## src/rtl/mwdma_pkg.sv

```systemverilog
package mwdma_pkg;
  typedef enum logic [1:0] {
    ST_IDLE  = 2'd0,
    ST_PEND  = 2'd1,
    ST_REQ   = 2'd2,
    ST_ACKED = 2'd3
  } seq_state_t;

  typedef enum logic {
    DIR_TO_HOST   = 1'b0,
    DIR_FROM_HOST = 1'b1
  } xfer_dir_t;
endpackage

```

## src/rtl/mwdma_sync.sv

```systemverilog
module mwdma_sync #(
  parameter int W = 1,
  parameter int DEPTH = 2,
  parameter logic RST_VAL = 1'b1
) (
  input  logic         clk,
  input  logic         rst_n,
  input  logic [W-1:0] din,
  output logic [W-1:0] dout
);
  logic [W-1:0] pipe [DEPTH];

  always_ff @(posedge clk or negedge rst_n) begin
    if (!rst_n) pipe[0] <= {W{RST_VAL}};
    else        pipe[0] <= din;
  end

  for (genvar g = 1; g < DEPTH; g++) begin : g_stage
    always_ff @(posedge clk or negedge rst_n) begin
      if (!rst_n) pipe[g] <= {W{RST_VAL}};
      else        pipe[g] <= pipe[g-1];
    end
  end

  assign dout = pipe[DEPTH-1];
endmodule

```

## src/rtl/mwdma_seq.sv

```systemverilog
module mwdma_seq
  import mwdma_pkg::*;
#(
  parameter int CNT_W = 16
) (
  input  logic             clk,
  input  logic             rst_n,
  input  logic             start,
  input  logic             start_dir,
  input  logic [CNT_W-1:0] start_words,
  input  logic             ack_low,
  input  logic             rd_edge,
  input  logic             wr_edge,
  input  logic             src_valid,
  input  logic             hold_full,
  output seq_state_t       state,
  output xfer_dir_t        dir,
  output logic             req,
  output logic             busy,
  output logic             take_rd,
  output logic             take_wr,
  output logic             done
);
  logic [CNT_W-1:0] remaining;
  logic             buf_ok;
  logic             acked;
  logic             take;

  assign acked   = (state == ST_ACKED) && ack_low;
  assign buf_ok  = (dir == DIR_FROM_HOST) ? !hold_full : src_valid;
  assign take_rd = acked && rd_edge && (dir == DIR_TO_HOST) && src_valid;
  assign take_wr = acked && wr_edge && (dir == DIR_FROM_HOST) && !hold_full;
  assign take    = take_rd || take_wr;
  assign req     = (state == ST_REQ);
  assign busy    = (state != ST_IDLE);

  always_ff @(posedge clk or negedge rst_n) begin
    if (!rst_n) begin
      state     <= ST_IDLE;
      dir       <= DIR_TO_HOST;
      remaining <= '0;
      done      <= 1'b0;
    end else begin
      done <= 1'b0;
      case (state)
        ST_IDLE: begin
          if (start) begin
            if (start_words == '0) begin
              done <= 1'b1;
            end else begin
              remaining <= start_words;
              dir       <= xfer_dir_t'(start_dir);
              state     <= ST_PEND;
            end
          end
        end
        ST_PEND: begin
          if (buf_ok) state <= ST_REQ;
        end
        ST_REQ: begin
          if (ack_low) state <= ST_ACKED;
        end
        ST_ACKED: begin
          if (take) begin
            remaining <= remaining - CNT_W'(1);
            if (remaining == CNT_W'(1)) begin
              state <= ST_IDLE;
              done  <= 1'b1;
            end
          end else if (!ack_low) begin
            state <= ST_PEND;
          end
        end
        default: state <= ST_IDLE;
      endcase
    end
  end
endmodule

```

## src/rtl/mwdma_rdpath.sv

```systemverilog
module mwdma_rdpath
  import mwdma_pkg::*;
#(
  parameter int DATA_W = 16
) (
  input  seq_state_t        state,
  input  xfer_dir_t         dir,
  input  logic              ack_low,
  input  logic              iord_low,
  input  logic [DATA_W-1:0] src_data,
  output logic [DATA_W-1:0] dd_out,
  output logic              dd_oe
);
  assign dd_oe  = (state == ST_ACKED) && (dir == DIR_TO_HOST) && ack_low && iord_low;
  assign dd_out = src_data;
endmodule

```

## src/rtl/mwdma_wrpath.sv

```systemverilog
module mwdma_wrpath #(
  parameter int DATA_W = 16
) (
  input  logic              clk,
  input  logic              rst_n,
  input  logic              take_wr,
  input  logic [DATA_W-1:0] cap_data,
  input  logic              snk_ready,
  output logic              snk_valid,
  output logic [DATA_W-1:0] snk_data
);
  always_ff @(posedge clk or negedge rst_n) begin
    if (!rst_n) begin
      snk_valid <= 1'b0;
      snk_data  <= '0;
    end else if (take_wr) begin
      snk_valid <= 1'b1;
      snk_data  <= cap_data;
    end else if (snk_valid && snk_ready) begin
      snk_valid <= 1'b0;
    end
  end
endmodule

```

## src/rtl/mwdma_dev.sv

```systemverilog
module mwdma_dev
  import mwdma_pkg::*;
#(
  parameter int DATA_W = 16,
  parameter int CNT_W = 16,
  parameter int SYNC_STAGES = 2
) (
  input  logic              clk,
  input  logic              rst_n,
  input  logic              start,
  input  logic              start_dir,
  input  logic [CNT_W-1:0]  start_words,
  input  logic              dev_sel,
  input  logic              dmack_n,
  input  logic              iord_n,
  input  logic              iowr_n,
  input  logic [DATA_W-1:0] dd_in,
  output logic [DATA_W-1:0] dd_out,
  output logic              dd_oe,
  output logic              dmarq,
  output logic              dmarq_oe,
  input  logic              src_valid,
  input  logic [DATA_W-1:0] src_data,
  output logic              src_ready,
  output logic              snk_valid,
  output logic [DATA_W-1:0] snk_data,
  input  logic              snk_ready,
  output logic              busy,
  output logic              done
);
  localparam int CTL_W = 3;
  localparam int DATA_DEPTH = SYNC_STAGES + 1;

  logic [CTL_W-1:0]  ctl_raw, ctl_now, ctl_prev;
  logic [DATA_W-1:0] cap_data;
  logic              ack_low, rd_edge, wr_edge, iord_low;
  logic              seq_req, take_rd, take_wr;
  seq_state_t        state;
  xfer_dir_t         dir;

  assign ctl_raw = {iowr_n, iord_n, dmack_n};

  mwdma_sync #(.W(CTL_W), .DEPTH(SYNC_STAGES), .RST_VAL(1'b1)) u_ctl_sync (
    .clk(clk), .rst_n(rst_n), .din(ctl_raw), .dout(ctl_now)
  );

  mwdma_sync #(.W(CTL_W), .DEPTH(1), .RST_VAL(1'b1)) u_ctl_prev (
    .clk(clk), .rst_n(rst_n), .din(ctl_now), .dout(ctl_prev)
  );

  mwdma_sync #(.W(DATA_W), .DEPTH(DATA_DEPTH), .RST_VAL(1'b0)) u_data_sync (
    .clk(clk), .rst_n(rst_n), .din(dd_in), .dout(cap_data)
  );

  assign ack_low  = !ctl_now[0];
  assign iord_low = !ctl_now[1];
  assign rd_edge  = ctl_now[1] && !ctl_prev[1];
  assign wr_edge  = ctl_now[2] && !ctl_prev[2];

  mwdma_seq #(.CNT_W(CNT_W)) u_seq (
    .clk(clk), .rst_n(rst_n),
    .start(start), .start_dir(start_dir), .start_words(start_words),
    .ack_low(ack_low), .rd_edge(rd_edge), .wr_edge(wr_edge),
    .src_valid(src_valid), .hold_full(snk_valid),
    .state(state), .dir(dir), .req(seq_req), .busy(busy),
    .take_rd(take_rd), .take_wr(take_wr), .done(done)
  );

  mwdma_rdpath #(.DATA_W(DATA_W)) u_rdpath (
    .state(state), .dir(dir), .ack_low(ack_low), .iord_low(iord_low),
    .src_data(src_data), .dd_out(dd_out), .dd_oe(dd_oe)
  );

  mwdma_wrpath #(.DATA_W(DATA_W)) u_wrpath (
    .clk(clk), .rst_n(rst_n), .take_wr(take_wr), .cap_data(cap_data),
    .snk_ready(snk_ready), .snk_valid(snk_valid), .snk_data(snk_data)
  );

  assign src_ready = take_rd;
  assign dmarq     = seq_req && dev_sel;
  assign dmarq_oe  = dev_sel;
endmodule

```

## config.mk

```make
export PLATFORM = sky130hd
export DESIGN_NAME = mwdma_dev
export DESIGN_NICKNAME = d
export VERILOG_FILES = /design/src/rtl/mwdma_pkg.sv /design/src/rtl/mwdma_sync.sv /design/src/rtl/mwdma_seq.sv /design/src/rtl/mwdma_rdpath.sv /design/src/rtl/mwdma_wrpath.sv /design/src/rtl/mwdma_dev.sv
export SDC_FILE = /design/constraint.sdc
export NUM_CORES = 1
export LEC_CHECK = 0
export BUFFER_PORTS_ARGS = -buffer_cell sky130_fd_sc_hd__buf_2
export CAP_MARGIN = 25
export CORE_MARGIN = 3
export CORE_UTILIZATION = 50
export CTS_BUF_LIST = sky130_fd_sc_hd__clkbuf_2
export DETAILED_ROUTE_END_ITERATION = 12
export HOLD_SLACK_MARGIN = 0.08
export PLACE_DENSITY_LB_ADDON = 0.3
export SLEW_MARGIN = 20
export SYNTH_ARGS = -nofsm -noshare
export SYNTH_HDL_FRONTEND = slang
export SYNTH_HIERARCHICAL = 1
export SYNTH_SLANG_ARGS = --single-unit
```

## constraint.sdc

```tcl
create_clock -name clk -period 2.8 [get_ports clk]
set_clock_uncertainty 0.1 [all_clocks]
set_input_delay 0.14 -clock clk [delete_from_list [all_inputs] [get_ports clk]]
set_output_delay 0.14 -clock clk [all_outputs]
set_load 0.02 [all_outputs]
```

==> results.cfg <==
[outcome]
outcome = finished, final reports clean

[detailed_routing]
wirelength_um = 7760
drt-initial-drc-count = 120
wl_per_cell_um = 15.5
vias = 2573
postRouteAntennaNets = 0
via_per_inst = 5.16
drc = 0
drtPass1Iterations = 6

[critical_path]
worstSetupEndpointType = register
start_kind = register
critPathMaxStageDelay_ps = 550
path_max_fanout = 6
cp_common_cell = inv_1
cp_top_family = buffers and inverters
crit_buf_inv = 3
arrival_ps = 2780
slowest_stage = dlygate4sd3_1
crit_chain = inv_1 > ha_1 > inv_1 > nor3_1 > mux2_2 > dlygate4sd3_1
required_ps = 3140
setup.worst_path.class = register to register

[timing]
fmax_mhz = 409
slew_violations = 0
fin_setup_tns_ps = 0
min_period_over_period_pct = 87.2
worst_pin_slew_ps = 696
setup_viol = 0
slew_headroom_pct = 53.5
fin_crit_ps = 2440
hold_viol = 0
rsz0062_at_grt = no

[clocking]
post_cts_buffers = 0
cts_tree = done
cts-buffers-inserted = 9
clock-sinks = 93
clk_pin_slew_ps = 240
clk-insertion-delay-late_ps = 540
cts_root_buffer = clkbuf_2
clockBufferDepth = 2
htree_levels = 3

[power_and_ir_drop]
power.density_nw_per_um2 = 846
leakagePower_nw = 2.17
ir_worst_vdd_mv = 0.326
power_mw = 4.02

[die]
die_y_um = 93.6
initial_core_util_pct = 52.3
core_area_um2 = 7330
die-area_um2 = 8760
ioPinCount = 97
num_rows = 31
die_w_um = 93.6

[place]
port_buffers = 64
placedCellCount = 422
routabilityCongestion = 0.871
dpl.hpwl_um = 4800

[logic_synthesis]
synthCells = 298
synth_area_um2 = 3840
syn_nets = 362
ys.warnings.count = 6
postSynthAreaPerCell_um2 = 12.9

[final_layout]
n_fill_cell = 573
multi_input_area_um2 = 1110
utilization_pct = 64.8
layout-drive-gt1-share_pct = 32.5
antenna_cells = 0
nNetsFinal = 459
final_cells = 499
regArea_um2 = 2340
area_growth_syn_to_layout_pct = 23.8

[run]
maxCapViolations = 0

[global_routing]
grt_use_total_pct = 18.9
grt_pass1_wl_um = 12700
grt_max_degree = 50
first_global_vias = 2589
antenna_found_initial = 0
grt.overflow.total = 0

[hold_path]
worstHoldPathType = primary input to register
layer usage:
metal	GRT usage (%)	share of wire (%)
met2	30.3	50
met5	0	0
met4	6.50	1.6
met1	24.2	43
met3	6.03	5.4
worst register-to-register path, cell delays in order (launching register included):
cell	delay, ps
dfrtp_1	510
inv_1	140
ha_1	290
inv_1	140
nor3_1	260
mux2_2	360
dlygate4sd3_1	550
registers in the layout (all words and copies together), names as in the netlist, 2 cells and up:
signal	count
u_data_sync/dout	16
u_ctl_sync/pipe	3
u_seq/remaining	16
u_data_sync/pipe	32
u_seq/state	2
u_ctl_prev/dout	2
u_wrpath/snk_data	16
u_ctl_sync/dout	3
per-stage QoR:
step / instance area [um^2] / setup slack [ps] / hold slack [ps]
floorplan: 3840 / 599 / -256
global placement: 4010 / 658 / 61.9
detailed placement: 4010 / 563 / 70.6
CTS: 4660 / 383 / 80.3
global route: 4750 / 253 / 93.7
finish: 4750 / 358 / 148
where the power goes:
part	leakage, nW	switching (mW)	internal [mW]
combinational	1.00	0.796	0.671
sequential	1.10	0.249	1.64
clock	0.0733	0.447	0.218
total	2.17	1.49	2.53
repair_timing:
action | 4_1_cts | 5_1_grt
hold endpoints to repair | 125 | 9
hold buffers | 52 | 9
resized for setup | 0 | 0
setup endpoints to repair | 0 | 0
worst paths after layout:
kind                                      start                    to  slack, ps  depth (start not counted)
max                              u_seq/state[0]             u_seq/dir        360                          6
min reg2reg                u_data_sync/pipe[22]   u_data_sync/dout[6]        260                          0
min in group asynchronous                 rst_n  u_wrpath/snk_data[4]        550                          4
max reg2reg                      u_seq/state[0]             u_seq/dir        360                          6
max in group asynchronous                 rst_n    u_ctl_prev/dout[2]       1730                          4
min                                    dd_in[4]  u_data_sync/pipe[36]        150                          2
cells in the final DEF (no fill, tap or decap), types with 6 or more instances in the layout:
cell type,instances
nand2_1,9
nor4_1,9
dlygate4sd3_1,60
a31oi_1,6
buf_2,63
nor2_1,13
mux2_2,8
clkbuf_2,10
dfrtp_1,85
ha_1,6
nor3_1,7
inv_1,14
a21oi_1,10
dfstp_2,8
mux2_4,10
o21ai_1,16
buf_4,7
cell type report:
class	count	area share (%)
multi-input combinational	145	23.4
tap	99	2.61
clock inverter	6	1.45
timing repair buffer	132	21.2
sequential	93	49.2
inverter	14	1.11
clock buffer	10	1.05
(Power assumes the default switching activity.)
